===== src/rtl/slice_pkg.sv =====
package slice_pkg;
  typedef enum logic [3:0] {
    ALU_ADD = 4'b0000,
    ALU_SUB = 4'b0011,
    ALU_XOR = 4'b0100,
    ALU_AND = 4'b1100,
    ALU_OR  = 4'b1110
  } alu_fn_e;

  typedef enum logic [1:0] {XS_ZERO = 2'd0, XS_PROD = 2'd1, XS_PREV = 2'd2, XS_BAD = 2'd3} x_sel_e;
  typedef enum logic [1:0] {YS_ZERO = 2'd0, YS_PROD = 2'd1, YS_ONES = 2'd2, YS_BAD = 2'd3} y_sel_e;
  typedef enum logic [2:0] {ZS_ZERO = 3'd0, ZS_CASC = 3'd1, ZS_PREV = 3'd2, ZS_C = 3'd3} z_sel_e;
endpackage


===== src/rtl/slice_pipe.sv =====
module slice_pipe #(
  parameter int W     = 8,
  parameter int DEPTH = 1
) (
  input  logic         clk_i,
  input  logic         rst_ni,
  input  logic         en_i,
  input  logic [W-1:0] d_i,
  output logic [W-1:0] q_o
);
  generate
    if (DEPTH == 0) begin : g_thru
      logic unused_ctl;
      assign unused_ctl = clk_i ^ rst_ni ^ en_i;
      assign q_o = d_i;
    end else begin : g_regs
      logic [W-1:0] st_q [DEPTH];
      always_ff @(posedge clk_i or negedge rst_ni) begin
        if (!rst_ni) begin
          for (int i = 0; i < DEPTH; i++) st_q[i] <= '0;
        end else if (en_i) begin
          st_q[0] <= d_i;
          for (int i = 1; i < DEPTH; i++) st_q[i] <= st_q[i-1];
        end
      end
      assign q_o = st_q[DEPTH-1];
    end
  endgenerate
endmodule


===== src/rtl/slice_opmux.sv =====
module slice_opmux
  import slice_pkg::*;
#(
  parameter int P_W = 48
) (
  input  logic [6:0]     opmode_i,
  input  logic [P_W-1:0] prod_i,
  input  logic [P_W-1:0] fb_i,
  input  logic [P_W-1:0] c_i,
  input  logic [P_W-1:0] casc_i,
  output logic [P_W-1:0] x_o,
  output logic [P_W-1:0] y_o,
  output logic [P_W-1:0] z_o,
  output logic           legal_o
);
  x_sel_e xs;
  y_sel_e ys;
  logic   z_ok;

  assign xs = x_sel_e'(opmode_i[1:0]);
  assign ys = y_sel_e'(opmode_i[3:2]);

  always_comb begin
    unique case (xs)
      XS_PROD: x_o = prod_i;
      XS_PREV: x_o = fb_i;
      default: x_o = '0;
    endcase
    // product arrives whole on X; the Y half of the pair adds nothing
    unique case (ys)
      YS_ONES: y_o = '1;
      default: y_o = '0;
    endcase
    z_ok = 1'b1;
    case (opmode_i[6:4])
      ZS_ZERO: z_o = '0;
      ZS_CASC: z_o = casc_i;
      ZS_PREV: z_o = fb_i;
      ZS_C:    z_o = c_i;
      default: begin z_o = '0; z_ok = 1'b0; end
    endcase
  end

  assign legal_o = z_ok && (xs != XS_BAD) && (ys != YS_BAD)
                   && ((xs == XS_PROD) == (ys == YS_PROD));
endmodule


===== src/rtl/slice_alu.sv =====
module slice_alu
  import slice_pkg::*;
#(
  parameter int P_W = 48
) (
  input  logic [P_W-1:0] x_i,
  input  logic [P_W-1:0] y_i,
  input  logic [P_W-1:0] z_i,
  input  logic           cin_i,
  input  logic [3:0]     alumode_i,
  input  logic           legal_i,
  output logic [P_W-1:0] res_o,
  output logic           cout_o
);
  localparam int EW = P_W + 2;

  logic [EW-1:0] xe, ye, ze, ce, sum;
  logic          fn_ok;

  assign xe = {2'b00, x_i};
  assign ye = {2'b00, y_i};
  assign ze = {2'b00, z_i};
  assign ce = {{(EW-1){1'b0}}, cin_i};

  always_comb begin
    fn_ok = 1'b1;
    case (alumode_i)
      ALU_ADD: sum = ze + xe + ye + ce;
      ALU_SUB: sum = ze - (xe + ye + ce);
      ALU_XOR: sum = xe ^ ze;
      ALU_AND: sum = xe & ze;
      ALU_OR:  sum = xe | ze;
      default: begin sum = '0; fn_ok = 1'b0; end
    endcase
  end

  assign res_o  = (legal_i && fn_ok) ? sum[P_W-1:0] : '0;
  assign cout_o = legal_i && fn_ok && sum[P_W];
endmodule


===== src/rtl/cascade_mac_slice.sv =====
module cascade_mac_slice
  import slice_pkg::*;
#(
  parameter int A_W  = 25,
  parameter int B_W  = 18,
  parameter int P_W  = 48,
  parameter int AREG = 1,
  parameter int BREG = 1,
  parameter int MREG = 1,
  parameter int PREG = 1,
  parameter logic [P_W-1:0] PATTERN = '0,
  parameter logic [P_W-1:0] MASK    = {{(P_W-8){1'b0}}, 8'hFF}
) (
  input  logic           clk_i,
  input  logic           rst_ni,
  input  logic [A_W-1:0] a_i,
  input  logic [B_W-1:0] b_i,
  input  logic [P_W-1:0] c_i,
  input  logic [P_W-1:0] casc_i,
  input  logic           carry_i,
  input  logic [6:0]     opmode_i,
  input  logic [3:0]     alumode_i,
  input  logic           ce_a_i,
  input  logic           ce_b_i,
  input  logic           ce_m_i,
  input  logic           ce_p_i,
  output logic [P_W-1:0] p_o,
  output logic [P_W-1:0] casc_o,
  output logic [B_W-1:0] b_casc_o,
  output logic           carry_o,
  output logic           match_o
);
  localparam int PROD_W = A_W + B_W;
  localparam int OUT_W  = P_W + 2;

  logic [A_W-1:0]           a_d;
  logic [B_W-1:0]           b_d;
  logic signed [PROD_W-1:0] prod_full;
  logic [P_W-1:0]           prod_ext, m_d, fb;
  logic [P_W-1:0]           x_v, y_v, z_v, res;
  logic                     legal, cout, hit;
  logic [OUT_W-1:0]         out_d, out_q;

  slice_pipe #(.W(A_W), .DEPTH(AREG)) u_a_pipe (
    .clk_i, .rst_ni, .en_i(ce_a_i), .d_i(a_i), .q_o(a_d));
  slice_pipe #(.W(B_W), .DEPTH(BREG)) u_b_pipe (
    .clk_i, .rst_ni, .en_i(ce_b_i), .d_i(b_i), .q_o(b_d));

  assign prod_full = $signed(a_d) * $signed(b_d);
  assign prod_ext  = {{(P_W-PROD_W){prod_full[PROD_W-1]}}, prod_full};

  slice_pipe #(.W(P_W), .DEPTH(MREG)) u_m_pipe (
    .clk_i, .rst_ni, .en_i(ce_m_i), .d_i(prod_ext), .q_o(m_d));

  // without an output register there is nothing to feed back
  generate
    if (PREG != 0) begin : g_fb
      assign fb = p_o;
    end else begin : g_nofb
      assign fb = '0;
    end
  endgenerate

  slice_opmux #(.P_W(P_W)) u_opmux (
    .opmode_i, .prod_i(m_d), .fb_i(fb), .c_i, .casc_i,
    .x_o(x_v), .y_o(y_v), .z_o(z_v), .legal_o(legal));

  slice_alu #(.P_W(P_W)) u_alu (
    .x_i(x_v), .y_i(y_v), .z_i(z_v), .cin_i(carry_i), .alumode_i,
    .legal_i(legal), .res_o(res), .cout_o(cout));

  assign hit   = ((res ^ PATTERN) & ~MASK) == '0;
  assign out_d = {hit, cout, res};

  slice_pipe #(.W(OUT_W), .DEPTH(PREG)) u_p_pipe (
    .clk_i, .rst_ni, .en_i(ce_p_i), .d_i(out_d), .q_o(out_q));

  assign p_o      = out_q[P_W-1:0];
  assign carry_o  = out_q[P_W];
  assign match_o  = out_q[P_W+1];
  assign casc_o   = p_o;
  assign b_casc_o = b_d;
endmodule


===== config.mk =====
export PLATFORM = sky130hd
export DESIGN_NAME = cascade_mac_slice
export DESIGN_NICKNAME = d
export VERILOG_FILES = /design/src/rtl/slice_pkg.sv /design/src/rtl/slice_pipe.sv /design/src/rtl/slice_opmux.sv /design/src/rtl/slice_alu.sv /design/src/rtl/cascade_mac_slice.sv
export SDC_FILE = /design/constraint.sdc
export NUM_CORES = 2
export LEC_CHECK = 0
export BUFFER_PORTS_ARGS = -buffer_cell sky130_fd_sc_hd__buf_2
export CORE_UTILIZATION = 55
export CTS_CLUSTER_DIAMETER = 120
export DETAILED_ROUTE_END_ITERATION = 6
export PLACE_DENSITY = 0.82
export SLEW_MARGIN = 20
export SYNTH_ARGS = -nofsm -noshare
export SYNTH_HDL_FRONTEND = slang
export SYNTH_SLANG_ARGS = --single-unit
export TNS_END_PERCENT = 5

===== constraint.sdc =====
create_clock -name clk_i -period 8.2 [get_ports clk_i]
set_input_delay 1.23 -clock clk_i [delete_from_list [all_inputs] [get_ports clk_i]]
set_output_delay 1.23 -clock clk_i [all_outputs]
set_load 0.01 [all_outputs]

# Word level (Yosys, flattened, before mapping)
# Index checks and enable logic that the tools add are counted.
[totals] ff_bits=136 inputBits=157 word_cells=45
[classes] n_addsub=6 n_mul=1 n_eq_ne=14 muxes=7 bitwise=3 reduce_logical=10
[op_table] cell="$pmux 49 s5" count=1
[op_table] cell="$pmux 48 s3" count=1
[op_table] cell="$add 48x48->49" count=2
[op_table] cell="$add 49x1->49" count=2
[op_table] cell="$mux 48" count=2
[op_table] cell="$pmux 48 s2" count=1
[op_table] cell="$add 49x48->49" count=1
[op_table] cell="$sub 48x49->49" count=1
[op_table] cell="$and 48x48->48" count=1
[op_table] cell="$logic_not 48->1" count=1
[op_table] cell="$or 48x48->48" count=1
[op_table] cell="$xor 48x48->48" count=1
[op_table] cell="$mul 25x18->43" count=1
[op_table] cell="$eq 4x4->1 const B" count=2
[op_table] cell="$eq 3x2->1 const B" count=2
[op_table] cell="$logic_and 1x1->1" count=5
[op_table] cell="$reduce_or 5->1" count=1
[op_table] cell="$eq 2x1->1 const B" count=2
[op_table] cell="$eq 2x2->1 const B" count=2
[op_table] cell="$eq 4x2->1 const B" count=1
[op_table] cell="$eq 4x3->1 const B" count=1
[op_table] cell="$logic_not 4->1" count=1
[op_table] cell="$ne 2x2->1 const B" count=2
[op_table] cell="$reduce_or 4->1" count=1
[op_table] cell="other kinds (4)" count=5

# Longest topological paths before layout
[logic_depth] depth_word=9 ltp_mapped=27

# By module
# A second synthesis with hierarchy kept.
[hier_totals] hier_cells=3958 hier_area_um2=36404.9
[modules_own_cells] mod="cascade_mac_slice" instances=1 cells_each=1863 area_each_um2=16299.4 seq_area_each_um2=0.0
[modules_own_cells] mod="slice_alu" instances=1 cells_each=1459 area_each_um2=11656.2 seq_area_each_um2=0.0
[modules_own_cells] mod="slice_opmux" instances=1 cells_each=338 area_each_um2=2720.1 seq_area_each_um2=0.0
[modules_own_cells] mod="slice_pipe (u_p_pipe)" instances=1 cells_each=106 area_each_um2=2113.3 seq_area_each_um2=1251.2
[modules_own_cells] mod="slice_pipe (u_m_pipe)" instances=1 cells_each=101 area_each_um2=1860.5 seq_area_each_um2=1201.2
[modules_own_cells] mod="slice_pipe (u_a_pipe)" instances=1 cells_each=53 area_each_um2=1033.5 seq_area_each_um2=625.6
[modules_own_cells] mod="slice_pipe (u_b_pipe)" instances=1 cells_each=38 area_each_um2=721.9 seq_area_each_um2=450.4

# Worst setup path after synthesis
# Ideal clock, no wire load.
[synth_path] path_type="input to register" startpoint="input opmode_i[2]" endpoint="register u_p_pipe.g_regs.st_q (netlist bit u_p_pipe.q_o[49])" setup_ns=0.095 arrival_ns=8.507 slack_ns=-0.402 stages=18 n_path_buf=0 cell_sequence="nand2b_1 -> inv_1 -> ha_1 -> inv_1 -> fa_1 -> fa_1 -> or2b_2 -> a21oi_1 -> o211ai_2 -> a311oi_4 -> a31oi_4 -> a211oi_4 -> a31oi_1 -> and4b_1 -> or4_4 -> nor4_2 -> o2111ai_1 -> o32ai_2"
[synth_via] elab_chain_cells=8 word_cells_on_any_way=16
[synth_lines] element="from (decl)" line_no="cascade_mac_slice.sv:21" rtl="input logic [6:0] opmode_i,"
[synth_lines] element="$eq 2x2->1" line_no="slice_opmux.sv:30" rtl="unique case (ys)"
[synth_lines] element="$mux 48" line_no="slice_opmux.sv:30"
[synth_lines] element="$add 48x48->49" line_no="slice_alu.sv:29" rtl="ALU_SUB: sum = ze - (xe + ye + ce);"
[synth_lines] element="$add 49x1->49" line_no="slice_alu.sv:29"
[synth_lines] element="$sub 48x49->49" line_no="slice_alu.sv:29"
[synth_lines] element="$pmux 49 s5" line_no="slice_alu.sv:27" rtl="case (alumode_i)"
[synth_lines] element="$mux 48 (*)" line_no="slice_alu.sv:37" rtl="assign res_o = (legal_i && fn_ok) ? sum[P_W-1:0] : '0;"
[synth_lines] element="$logic_not 48->1 (*)" line_no="cascade_mac_slice.sv:72" rtl="assign hit = ((res ^ PATTERN) & ~MASK) == '0;"
[synth_lines] element="to (decl)" line_no="slice_pipe.sv:17" rtl="logic [W-1:0] st_q [DEPTH];"
# Every way passes the cells marked *; elsewhere a longest branch is shown, timed or not.
# A chain may end at the register's enable or synchronous reset.

# Worst setup path in the final report
[layout_path] startpoint="register u_b_pipe.g_regs.st_q (netlist bit u_b_pipe.q_o[0])" endpoint="register u_m_pipe.g_regs.st_q (netlist bit u_m_pipe.q_o[41])"
[layout_via] elab_chain_cells=1
[layout_lines] element="from (decl)" line_no="slice_pipe.sv:17"
[layout_lines] element="$mul 25x18->43" line_no="cascade_mac_slice.sv:49" rtl="assign prod_full = $signed(a_d) * $signed(b_d);"
[layout_lines] element="to (decl)" line_no="slice_pipe.sv:17"
# Every way passes these cells.

==> impl_metrics.env <==
export IMPL_min_delay_path_class="flop to flop"
export IMPL_chipHeight_um=256
export IMPL_cts_hold_buffers=0
export IMPL_wl_met2_um=47200
export IMPL_path_max_fanout=27
export IMPL_report_final_slew_viol_count=0
export IMPL_skew_pair_late_insertion_delay_ns=0.50
export IMPL_synth_async_sr_flop_share_pct=100
export IMPL_fill_cells=5461
export IMPL_netlist_area_mm2=0.0354
export IMPL_detailedPlace_worstSlack_ns=0.700
export IMPL_detailroute_wirelength_met3_um=11500
export IMPL_cp_start_kind="flop"
export IMPL_path_class="flop to flop"
export IMPL_cts_resized_gates=0
export IMPL_drtPass1Iterations=7
export IMPL_rows=92
export IMPL_run_status="complete, but fails checks"
export IMPL_worst_clock_skew_ns=0.0136
export IMPL_antenna_found_initial=1
export IMPL_post_synth_main_area_contributors="fa_1 (30%), ha_1 (12%), dfrtp_1 (9.6%)"
export IMPL_numCtsBuffers=17
export IMPL_ctsHtreeMaxLevel=4
export IMPL_drtAntennaViolNets=0
export IMPL_crit_required_ns=8.57
export IMPL_worst_path_max_delay_cell="dfrtp_1"
export IMPL_wl_um=105000
export IMPL_edff_count_synth=0
export IMPL_synth_area_mux_share_pct=4.67
export IMPL_horiz_die_dim_um=256
export IMPL_crit_path_max_incr_delay_ns=1.00
export IMPL_area_of_the_multi_input_gates_mm2=0.0279
export IMPL_vias_in_the_first_global_route=30800
export IMPL_synth_compound_gate_area_share_pct=14.4
export IMPL_drc=1
export IMPL_global_route_wire_length_before_repair_um=169000
export IMPL_cts_reportedPaths_clkPinSlew_ns=0.07
export IMPL_timing_max_cap_violations=0
export IMPL_synth_simple_gate_area_share_pct=14.5
export IMPL_post_synth_fa_ha_maj_area_fraction_pct=42.8
export IMPL_grt_max_degree=77
export IMPL_io_buf_count=272
export IMPL_synth_top_area_share_pct=30.4
export IMPL_area_growth_syn_to_layout_pct=6.40
export IMPL_top_signal_layer_used="met4"
export IMPL_detail_route_wirelength_met1_um=41800
export IMPL_cp_arrival_ns=7.99
export IMPL_relSlewSlack_pct=26.3
export IMPL_ys_seq_area_share_pct=9.61
export IMPL_violations="DRC"
export IMPL_ys_ff_latch=136
export IMPL_grt_remaining_overflow=0
export IMPL_cts_post_setup_buffers_inserted=0
export IMPL_endpoint_type_of_the_worst_setup_path="flop"
export IMPL_main_combinational_cell_family_by_area_after_synthesis="adder cells"
export IMPL_ff_latch_area_mm2=0.00340
export IMPL_final_period_utilization_pct=92.9
export IMPL_initial_utilization_pct=56.0
export IMPL_yosys_most_used_dff="dfrtp_1"
export IMPL_utilization_of_the_core_after_routing_pct=59.5
export IMPL_ctsRootBufferMaster="clkbuf_16"
export IMPL_layout_nets=5274
export IMPL_synth_top_cell_by_area="fa_1"
export IMPL_tritoncts_num_sinks=136
export IMPL_avgViaCountPerCell=5.99
export IMPL_final_hold_violation_count=0
export IMPL_grt_usage_pct=32.7
export IMPL_avgRoutedWirePerCell_um=20.6
export IMPL_clock_tree_from_tritoncts="yes"
export IMPL_num_vias=30500
export IMPL_detailed_place_hpwl_um=84100
export IMPL_clockBufferDepth=2
export IMPL_top_level_ports=273
export IMPL_totalNegativeSetupSlack_ns=0
export IMPL_setup_violations_final=0
export IMPL_antenna_cells=0
export IMPL_rsz0062_at_grt="false"
export IMPL_coreArea_mm2=0.0633
export IMPL_post_synth_num_cell_types=95
export IMPL_mappedNetlistNets=5182
export IMPL_crit_path_frequent_cell="inv_1"
export IMPL_layout_setup_ws_ns=0.586
export IMPL_final_period_minus_worst_setup_slack_ns=7.61
export IMPL_max_freq_mhz=131
export IMPL_synthXorXnorAreaFrac_pct=2.40
export IMPL_drive_above_1_share_pct=13.1
export IMPL_critPathBufInv=5
export IMPL_die_area_mm2=0.0654
export IMPL_initialDrtViolationCount=3274
export IMPL_yosys_warn_count=0
export IMPL_slew_at_the_pin_closest_to_its_max_slew_limit_ns=1.11
export IMPL_gp_congestion=1.02
export IMPL_synth_avg_cell_area_um2=8.56
export IMPL_synth_cells=4137
export IMPL_critical_path_top_delay_family="adder cells"
cell type report:
class,count,area share [%]
Tap cell,846,2.81
Sequential cell,136,9.03
Clock buffer,18,1.14
Multi-Input combinational cell,2970,74.1
Clock inverter,14,0.349
Inverter,765,7.62
Timing Repair Buffer,339,4.96
logic make-up after synthesis:
group	after synthesis
simple gates	1100
buf+inv	1031
fa+ha+maj	888
compound gates	737
mux	148
flops	136
xor+xnor	97
layout by cell type, fill, tap and decap left out, types with 122 or more instances in the layout:
master   netlist  final
nand2_1      525    525
inv_1        765    764
and2_1       153    153
buf_2          4    271
dfrtp_1      136    136
a21oi_1      170    170
nor2_1       182    181
a21o_1       122    122
ha_1         350    348
fa_1         538    538
mux2_2       138    138
metrics by stage:
step | cell area, um2 | instances | hold WS (ns)
after CTS | 37700 | 5088 | 0.542
after global placement | 37100 | 5056 | 0.517
after detailed placement | 37100 | 5056 | 0.526
after global routing | 37700 | 5088 | 0.571
final | 37700 | 5088 | 0.532
after floorplan | 35400 | 4137 | 0.449
registers in the layout (all words and copies together), names as in the netlist:
name / flops
u_a_pipe.q_o: 25
u_b_pipe.q_o: 18
u_m_pipe.q_o: 43
u_p_pipe.q_o: 50
final timing paths:
| kind | startpoint | to | slack, ns | cells past startpoint |
|---|---|---|---|---|
| worst max register to register | u_b_pipe.q_o[0] | u_m_pipe.q_o[41] | 0.59 | 25 |
| worst min-delay path | u_m_pipe.q_o[31] | u_m_pipe.q_o[31] | 0.53 | 1 |
| worst max-delay path | u_b_pipe.q_o[0] | u_m_pipe.q_o[41] | 0.59 | 25 |
| min in group asynchronous | rst_ni | u_p_pipe.q_o[48] | 0.81 | 1 |
| worst min register to register | u_m_pipe.q_o[31] | u_m_pipe.q_o[31] | 0.53 | 1 |
| max in group asynchronous | rst_ni | u_p_pipe.q_o[1] | 6.04 | 2 |
synthesized netlist by cell type (all sizes together) (14+ instances only):
cell type    n
inv        765
fa         538
nand2      527
ha         350
clkbuf     185
nor2       182
a21oi      170
and2       154
mux2       138
dfrtp      136
a21o       123
o21ai      112
buf         80
xnor2       58
a22oi       46
nand3       39
xor2        39
a221oi      36
nand2b      34
nor3        34
a31oi       30
a211oi      29
nand4       28
and3        20
o21a        19
o211ai      18
a221o       17
o31ai       17
o2bb2ai     14
per-layer routing:
| layer | GRT usage (%) | vias to the layer above |
|---|---|---|
| met3 | 6.46 | 284 |
| met1 | 44.0 | 14800 |
| met2 | 51.8 | 1846 |
| li1 | - | 13500 |
| met4 | 13.1 | 0 |
| met5 | 0 | - |
Power is not shown: default switching activity piles up to over one toggle a cycle in this logic, so the estimate is an artifact.
